===== src/rtl/chg_irq_pkg.sv =====
package chg_irq_pkg;
  // Offsets whose access type carries meaning
  localparam int unsigned OFF_CLR  = 32'h1;
  localparam int unsigned OFF_CTL  = 32'h2;
  localparam int unsigned OFF_IN   = 32'h4;
  localparam int unsigned OFF_STAT = 32'h6;
  localparam int unsigned STAT_BIT = 2;

  typedef struct packed {
    logic en_set;
    logic en_clr;
    logic pend_clr;
  } ctl_cmd_t;
endpackage


===== src/rtl/chg_irq_sync.sv =====
module chg_irq_sync #(
  parameter int unsigned WIDTH  = 16,
  parameter int unsigned STAGES = 2
) (
  input  logic             clk_i,
  input  logic             rst_ni,
  input  logic [WIDTH-1:0] d_i,
  output logic [WIDTH-1:0] q_o
);
  logic [STAGES-1:0][WIDTH-1:0] stage_q;

  generate
    for (genvar s = 0; s < STAGES; s++) begin : g_stage
      if (s == 0) begin : g_first
        always_ff @(posedge clk_i or negedge rst_ni) begin
          if (!rst_ni) stage_q[0] <= '0;
          else         stage_q[0] <= d_i;
        end
      end else begin : g_next
        always_ff @(posedge clk_i or negedge rst_ni) begin
          if (!rst_ni) stage_q[s] <= '0;
          else         stage_q[s] <= stage_q[s-1];
        end
      end
    end
  endgenerate

  assign q_o = stage_q[STAGES-1];
endmodule


===== src/rtl/chg_irq_detect.sv =====
module chg_irq_detect #(
  parameter int unsigned WIDTH = 16
) (
  input  logic             clk_i,
  input  logic             rst_ni,
  input  logic [WIDTH-1:0] cur_i,
  output logic             change_o
);
  logic [WIDTH-1:0] prev_q;

  always_ff @(posedge clk_i or negedge rst_ni) begin
    if (!rst_ni) prev_q <= '0;
    else         prev_q <= cur_i;
  end

  assign change_o = |(cur_i ^ prev_q);
endmodule


===== src/rtl/chg_irq_ctrl.sv =====
module chg_irq_ctrl
  import chg_irq_pkg::*;
(
  input  logic     clk_i,
  input  logic     rst_ni,
  input  ctl_cmd_t cmd_i,
  input  logic     change_i,
  output logic     en_o,
  output logic     pend_o
);
  logic en_q, pend_q;

  always_ff @(posedge clk_i or negedge rst_ni) begin
    if (!rst_ni) begin
      en_q <= 1'b0;
    end else if (cmd_i.en_clr) begin
      en_q <= 1'b0;
    end else if (cmd_i.en_set) begin
      en_q <= 1'b1;
    end
  end

  // A fresh event beats a same-cycle clear
  always_ff @(posedge clk_i or negedge rst_ni) begin
    if (!rst_ni) begin
      pend_q <= 1'b0;
    end else if (change_i && en_q) begin
      pend_q <= 1'b1;
    end else if (cmd_i.pend_clr) begin
      pend_q <= 1'b0;
    end
  end

  assign en_o   = en_q;
  assign pend_o = pend_q;
endmodule


===== src/rtl/chg_irq_regs.sv =====
module chg_irq_regs
  import chg_irq_pkg::*;
#(
  parameter int unsigned ADDR_W = 4,
  parameter int unsigned DATA_W = 8,
  parameter int unsigned NUM_IN = 16
) (
  input  logic              clk_i,
  input  logic              rst_ni,
  input  logic [ADDR_W-1:0] addr_i,
  input  logic              rd_i,
  input  logic              wr_i,
  input  logic [NUM_IN-1:0] in_sync_i,
  input  logic              pend_i,
  output ctl_cmd_t          cmd_o,
  output logic [DATA_W-1:0] rdata_o
);
  localparam int unsigned NUM_BYTES = NUM_IN / DATA_W;

  logic [DATA_W-1:0] rmux;
  logic [DATA_W-1:0] rdata_q;
  logic [NUM_BYTES-1:0][DATA_W-1:0] in_bytes;

  generate
    for (genvar b = 0; b < NUM_BYTES; b++) begin : g_byte
      assign in_bytes[b] = in_sync_i[b*DATA_W +: DATA_W];
    end
  endgenerate

  assign cmd_o.en_set   = rd_i && (addr_i == ADDR_W'(OFF_CTL));
  assign cmd_o.en_clr   = wr_i && (addr_i == ADDR_W'(OFF_CTL));
  assign cmd_o.pend_clr = wr_i && (addr_i == ADDR_W'(OFF_CLR));

  always_comb begin
    rmux = '0;
    for (int b = 0; b < NUM_BYTES; b++) begin
      if (addr_i == ADDR_W'(OFF_IN + b)) rmux = in_bytes[b];
    end
    if (addr_i == ADDR_W'(OFF_STAT)) rmux[STAT_BIT] = pend_i;
  end

  always_ff @(posedge clk_i or negedge rst_ni) begin
    if (!rst_ni)   rdata_q <= '0;
    else if (rd_i) rdata_q <= rmux;
  end

  assign rdata_o = rdata_q;
endmodule


===== src/rtl/chg_irq_gate.sv =====
module chg_irq_gate
  import chg_irq_pkg::*;
#(
  parameter int unsigned ADDR_W      = 4,
  parameter int unsigned DATA_W      = 8,
  parameter int unsigned NUM_IN      = 16,
  parameter int unsigned SYNC_STAGES = 2
) (
  input  logic              clk_i,
  input  logic              rst_ni,
  input  logic [ADDR_W-1:0] addr_i,
  input  logic              rd_i,
  input  logic              wr_i,
  input  logic [DATA_W-1:0] wdata_i,
  output logic [DATA_W-1:0] rdata_o,
  input  logic [NUM_IN-1:0] in_i,
  output logic              irq_o
);
  logic [NUM_IN-1:0] in_sync;
  logic              change;
  logic              irq_en;
  logic              pending;
  ctl_cmd_t          cmd;
  logic              unused_wdata;

  // Control is by access type only
  assign unused_wdata = ^wdata_i;

  chg_irq_sync #(.WIDTH(NUM_IN), .STAGES(SYNC_STAGES)) u_sync (
    .clk_i(clk_i), .rst_ni(rst_ni), .d_i(in_i), .q_o(in_sync)
  );

  chg_irq_detect #(.WIDTH(NUM_IN)) u_detect (
    .clk_i(clk_i), .rst_ni(rst_ni), .cur_i(in_sync), .change_o(change)
  );

  chg_irq_regs #(.ADDR_W(ADDR_W), .DATA_W(DATA_W), .NUM_IN(NUM_IN)) u_regs (
    .clk_i(clk_i), .rst_ni(rst_ni), .addr_i(addr_i), .rd_i(rd_i), .wr_i(wr_i),
    .in_sync_i(in_sync), .pend_i(pending), .cmd_o(cmd), .rdata_o(rdata_o)
  );

  chg_irq_ctrl u_ctrl (
    .clk_i(clk_i), .rst_ni(rst_ni), .cmd_i(cmd), .change_i(change),
    .en_o(irq_en), .pend_o(pending)
  );

  assign irq_o = pending & irq_en;
endmodule


===== config.mk =====
export PLATFORM = sky130hd
export DESIGN_NAME = chg_irq_gate
export DESIGN_NICKNAME = d
export VERILOG_FILES = /design/src/rtl/chg_irq_pkg.sv /design/src/rtl/chg_irq_sync.sv /design/src/rtl/chg_irq_detect.sv /design/src/rtl/chg_irq_ctrl.sv /design/src/rtl/chg_irq_regs.sv /design/src/rtl/chg_irq_gate.sv
export SDC_FILE = /design/constraint.sdc
export NUM_CORES = 1
export LEC_CHECK = 0
export BUFFER_PORTS_ARGS = -buffer_cell sky130_fd_sc_hd__buf_2
export CAP_MARGIN = 20
export CORE_MARGIN = 2
export CORE_UTILIZATION = 52
export CTS_CLUSTER_SIZE = 30
export DETAILED_ROUTE_END_ITERATION = 8
export HOLD_SLACK_MARGIN = 0.06
export PLACE_DENSITY = 0.76
export SLEW_MARGIN = 10
export SYNTH_ARGS = -nofsm -noshare
export SYNTH_HDL_FRONTEND = slang
export SYNTH_SLANG_ARGS = --single-unit
export TNS_END_PERCENT = 10

===== constraint.sdc =====
create_clock -name clk_i -period 1.4 [get_ports clk_i]
set_input_delay 0.14 -clock clk_i [delete_from_list [all_inputs] [get_ports clk_i]]
set_output_delay 0.14 -clock clk_i [all_outputs]
set_load 0.01 [all_outputs]

Word level (Yosys, flattened, before mapping)
Cells that the tools add are included.
- latch bits: 0
- memories kept: 0
- register bits after elaboration: 58
- output and inout port bits: 9
- ROM bits: 0
- RAM bits: 0
- word-level logic and storage cells: 27
- input bits: 32
- eq/ne operators: 5
- mux-type cells: 7
- shift operators: 0
- bitwise logic cells: 2
- multipliers: 0
- add/sub/neg operators: 0
- $lt $le $gt $ge: 0
- divide/modulo/power cells: 0
- reduce and logical (&&, ||, !) cells: 7
- operator list (operator ; number):
    $mux W8 ; 2
    $reduce_or A16 Y1 ; 1
    $xor A16 B16 Y16 ; 1
    $eq A4 B3 Y1 const B ; 3
    $mux W1 ; 5
    $eq A4 B1 Y1 const B ; 1
    $eq A4 B2 Y1 const B ; 1
    $logic_and A1 B1 Y1 ; 4
    $reduce_bool A2 Y1 ; 2
    $and A1 B1 Y1 ; 1

Longest topological paths before layout
- depth after elaboration: 4
- depth in mapped cells: 5
- gate-level depth less buffers: 4

Modules after synthesis
A second synthesis with hierarchy kept.
- cells, all modules: 138
- area, all modules: 2020.7 sq um
- by module, submodules not included (module ; cells an instance ; area an instance (sq um) ; times used):
    chg_irq_sync ; 48 ; 920.9 ; 1
    chg_irq_detect ; 37 ; 571.8 ; 1
    chg_irq_regs ; 45 ; 447.9 ; 1
    chg_irq_ctrl ; 7 ; 73.8 ; 1
    chg_irq_gate ; 1 ; 6.3 ; 1

Worst setup path before layout
No wires, ideal clock.
- path type: register to register
- start: register u_sync.stage_q (netlist bit u_sync.q_o[5])
- end: register u_ctrl.pend_q (netlist: u_ctrl.pend_o)
- stages on the path, launching flop included: 5
- clock period less this slack: 1.154 ns
- library setup time: 0.128 ns
- path slack: 0.246 ns
- arrival: 1.027 ns
- cell sequence: dfrtp_1 > xnor2_1 > nand4_1 > o41ai_1 > nand2_1
- word-level cells in the longest chain between the ends: 4
- elaborated cells on any way between the ends: 5
- ends and longest elaborated chain (what ; RTL line ; text):
    from (decl) ; chg_irq_sync.sv:10 ; logic [STAGES-1:0][WIDTH-1:0] stage_q;
    from (signal, indexed assignment) ; chg_irq_sync.sv:22 ; else stage_q[s] <= stage_q[s-1];
    $xor A16 B16 Y16 * ; chg_irq_detect.sv:16 ; assign change_o = |(cur_i ^ prev_q);
    $reduce_or A16 Y1 * ; chg_irq_detect.sv:16 ;
    $logic_and A1 B1 Y1 * ; chg_irq_ctrl.sv:27 ; end else if (change_i && en_q) begin
    $mux W1 / $reduce_bool A2 Y1 (equally long branches) ; -- ;
    to (signal assigned) ; chg_irq_ctrl.sv:26 ; pend_q <= 1'b0;
    to (signal assigned) ; chg_irq_ctrl.sv:28 ; pend_q <= 1'b1;
    to (signal assigned) ; chg_irq_ctrl.sv:30 ; pend_q <= 1'b0;
    to (decl) ; chg_irq_ctrl.sv:11 ; logic en_q, pend_q;
Every way passes the cells marked *; elsewhere a longest branch is shown, timed or not.
A chain may end at the register's enable or synchronous reset.

Worst setup path in the final report
- start: input port addr_i[2]
- end: register u_regs.rdata_q[3] (netlist: u_regs.rdata_o[3])
- word-level cells in the longest chain between the ends: 3
- elaborated cells on any way between the ends: 4
- ends and longest elaborated chain (what ; RTL line ; text):
    from (decl) ; chg_irq_gate.sv:11 ; input logic [ADDR_W-1:0] addr_i,
    $eq A4 B3 Y1 ; chg_irq_regs.sv:37 ; if (addr_i == ADDR_W'(OFF_IN + b)) rmux = in_bytes[b];
    $mux W8 ; chg_irq_regs.sv:37 ;
    $mux W8 * ; chg_irq_regs.sv:37 ;
    to (signal assigned) ; chg_irq_regs.sv:44 ; else if (rd_i) rdata_q <= rmux;
    to (decl) ; chg_irq_regs.sv:21 ; logic [DATA_W-1:0] rdata_q;
Marks and branches as above.

==> results.yml <==
worst_setup_path:
  rr_startpoint: "u_sync.q_o[1]"
  worstPathRequired_ns: 1.69
  crit_buf_inv: 2
  crit_path_max_fanout: 7
  arrival_ns: 1.63
  cp_slowest_cell: "dlygate4sd3_1"
  critPathLaunchType: "primary input"
  r2r_slack_ns: 0.09
  max_stage_delay_ns: 0.52
  path_delay_family: "buffers and inverters"
  worstRegToRegCells: 4
  path_cells: "dlygate4sd3_1 -> buf_2 -> nor4b_4 -> a22oi_1 -> a21oi_1"
  critPathCaptureType: "flop"
  path_depth: 5
  worstSetupPathType: "in2reg"
  r2r-end: "u_ctrl.pend_o"
outcome:
  status: "finished clean"
clock_network:
  cts_tree: "done"
  htreeDepth: 3
  clock-sinks: 58
  numCtsBuffers: 9
  cts.path.max_buffers: 2
  post-cts-setup-buffer-count: 0
  cts_root_buffer: "clkbuf_4"
  cts.clk_slew.worst_paths_ns: 0.08
  clk_latency_ns: 0.37
die:
  die-width_um: 64.0
  die_y_um: 64.0
  ios: 41
  core-area_um2: 3390
  std_cell_rows: 21
  die_area_um2: 4100
  start_util_pct: 55.2
global_routing:
  globalRouteTotalUtil_pct: 18.4
  antenna_found_initial: 0
  grt_overflow: 0
  grt_max_degree: 23
  grt_pass1_wl_um: 5310
  first_global_vias: 1160
logic_synthesis:
  synth_ff_type: "dfrtp_1"
  synth_edf_count: 0
  synthArstFlopShare_pct: 100
  yosysTopAreaCell: "dfrtp_1"
  synthCells: 118
  syn_nets: 150
  seq_area_frac_synth_pct: 77.5
  synthesis.area_um2: 1870
  synth.avg_cell_area_um2: 15.9
  ys_ff_latch: 58
  yosys.area.top_type_share_pct: 77.5
  synth.area.top_cells: "dfrtp_1, xnor2_1, a22oi_1"
  yosysWarnings: 0
  synth.distinct_cells: 21
place:
  place_congestion: 0.785
  dpl.hpwl_um: 2090
  io_buffers: 32
final_layout:
  area_growth_pct: 32.6
  fin_nets: 211
  num-fill-cells: 221
  finish.utilization_pct: 73.2
  diodes: 0
  drive_above_1_share_pct: 28.8
  multi_input_area_um2: 417
  regArea_um2: 1450
power_and_ir_drop:
  switching_share_pct: 21.6
  p_int_mw: 2.69
  vdd_drop_max_uv: 1010
  pwr-share-seq_pct: 53.3
  switching_power_uw: 743
  pwr-share-comb_pct: 8.1
  power_mw: 3.43
  p_leak_nw: 1.11
  power_density_nw_per_um2: 1380
  clkPwrFrac_pct: 38.6
routing:
  detail-route-antenna-nets: 0
  drc: 0
  first_pass_iters: 4
  wire_per_inst_um: 13.4
  dr_total_vias: 1131
  routed_wl_um: 3090
  avgViaCountPerCell: 4.92
  drt-initial-drc-count: 79
worst_hold_path:
  holdPathStages: 3
  hold_path.class: "in2reg"
  hold_path.startpoint: "addr_i[3]"
  holdPathEnd: "u_ctrl.pend_o"
timing:
  min_period_over_period_pct: 96.1
  slew_headroom_pct: 64.7
  rsz0062_at_grt: "yes"
  setup_viol: 0
  hold_viol: 0
  worstMarginPinSlew_ns: 0.529
  min_period_ns: 1.34
  max_freq_mhz: 744
  drv_slew: 0
  clock_skew_ns: 0.0126
job:
  maxCapViolCount: 0
## worst reg2reg max path, stage by stage (launching register included)
cell and delay (ns):
dfrtp_1 0.44, xnor2_2 0.19, nand4_1 0.15, o41ai_2 0.33
nand2_1 0.09
## registers in the layout (all words and copies together) (netlist names)
| signal | count |
|---|---|
| u_detect.prev_q | 16 |
| u_sync.q_o | 16 |
| u_sync.stage_q | 16 |
| u_regs.rdata_o | 8 |
| u_ctrl.en_o | 1 |
| u_ctrl.pend_o | 1 |
## stage by stage
stage | std cells | cell area, µm² | hold WS, ns | setup WS [ns] | TNS, ns
after floorplan | 118 | 1870 | -0.156 | 0.246 | 0
after global placement | 195 | 2110 | 0.138 | 0.140 | 0
after detailed placement | 195 | 2110 | 0.148 | 0.0390 | 0
after CTS | 230 | 2470 | 0.0644 | 0.00440 | 0
after global routing | 230 | 2480 | 0.0755 | -0.0190 | -0.0260
final | 230 | 2480 | 0.107 | 0.0552 | 0
## layer usage
layer / global-route usage [%] / part of all wire (%) / vias up
met1: 22.4 / 41 / 562
met2: 27.7 / 53 / 31
met3: 7.39 / 4.8 / 5
met4: 10.6 / 1.7 / 0
met5: 0 / 0 / -
li1: - / - / 533
## cell families (layout without fill, tap and decap cells)
group / Yosys count / after routing / synth area share, %
flip-flops: 58 / 58 / 77.5
XOR/XNOR: 16 / 16 / 7.49
AND/OR/NAND/NOR: 19 / 19 / 6.62
multiplexers: 1 / 1 / 0.535
AO/OA/AOI/OAI: 20 / 20 / 6.82
buffers and inverters: 4 / 70 / 1.00
## power groups by stage
| stage | registers [mW] | logic, mW | clock network (mW) |
|---|---|---|---|
| floorplan | 1.86 | 0.102 | 0 |
| global placement | 1.86 | 0.226 | 0 |
| detailed placement | 1.86 | 0.234 | 0 |
| CTS | 1.83 | 0.276 | 1.36 |
| global route | 1.85 | 0.308 | 1.46 |
| finish | 1.83 | 0.278 | 1.33 |
## worst max path at each step
stage                              from  slack, ns           endpoint
after detailed placement  u_sync.q_o[1]       0.04      u_ctrl.pend_o
after global placement    u_sync.q_o[0]       0.14      u_ctrl.pend_o
after global routing          addr_i[2]      -0.02  u_regs.rdata_o[3]
after CTS                 u_sync.q_o[1]      0.004      u_ctrl.pend_o
final                         addr_i[2]       0.06  u_regs.rdata_o[3]
after floorplan           u_sync.q_o[5]       0.25      u_ctrl.pend_o
## area by class of cell
| class | instances | area share, % |
|---|---|---|
| clock buffers | 11 | 3.43 |
| clock inverters | 5 | 3.13 |
| inverters | 1 | 0.151 |
| multi-input cells | 56 | 16.8 |
| flip-flops and latches | 58 | 58.5 |
| well taps | 46 | 2.32 |
| repair buffers | 53 | 15.7 |
## cells in the mapped netlist, types with 2 or more instances
cell type and n:
dfrtp_1 58, nand2_1 2, xnor2_1 16, a22oi_1 7, a21oi_1 9, nand4_1 4, nor2_1 7, clkbuf_1 2
## cell usage in the layout, fill, tap and decap left out, types with 2 or more instances in the layout
cell type / count
clkinv_2: 2
buf_2: 32
nand4_1: 4
xnor2_1: 15
nor2_1: 7
nand2_1: 2
dlygate4sd3_1: 19
clkbuf_4: 9
dfrtp_1: 58
buf_12: 2
a21oi_1: 9
bufinv_16: 2
a22oi_1: 7
## what timing repair did
| action | in CTS | in global routing |
|---|---|---|
| gates resized for setup | 0 | 2 |
| endpoints found under the hold margin | 38 | 0 |
| endpoints found under the setup margin | 0 | 3 |
| hold buffers | 19 | 0 |
Note: power is estimated with default switching activity, not from simulation.
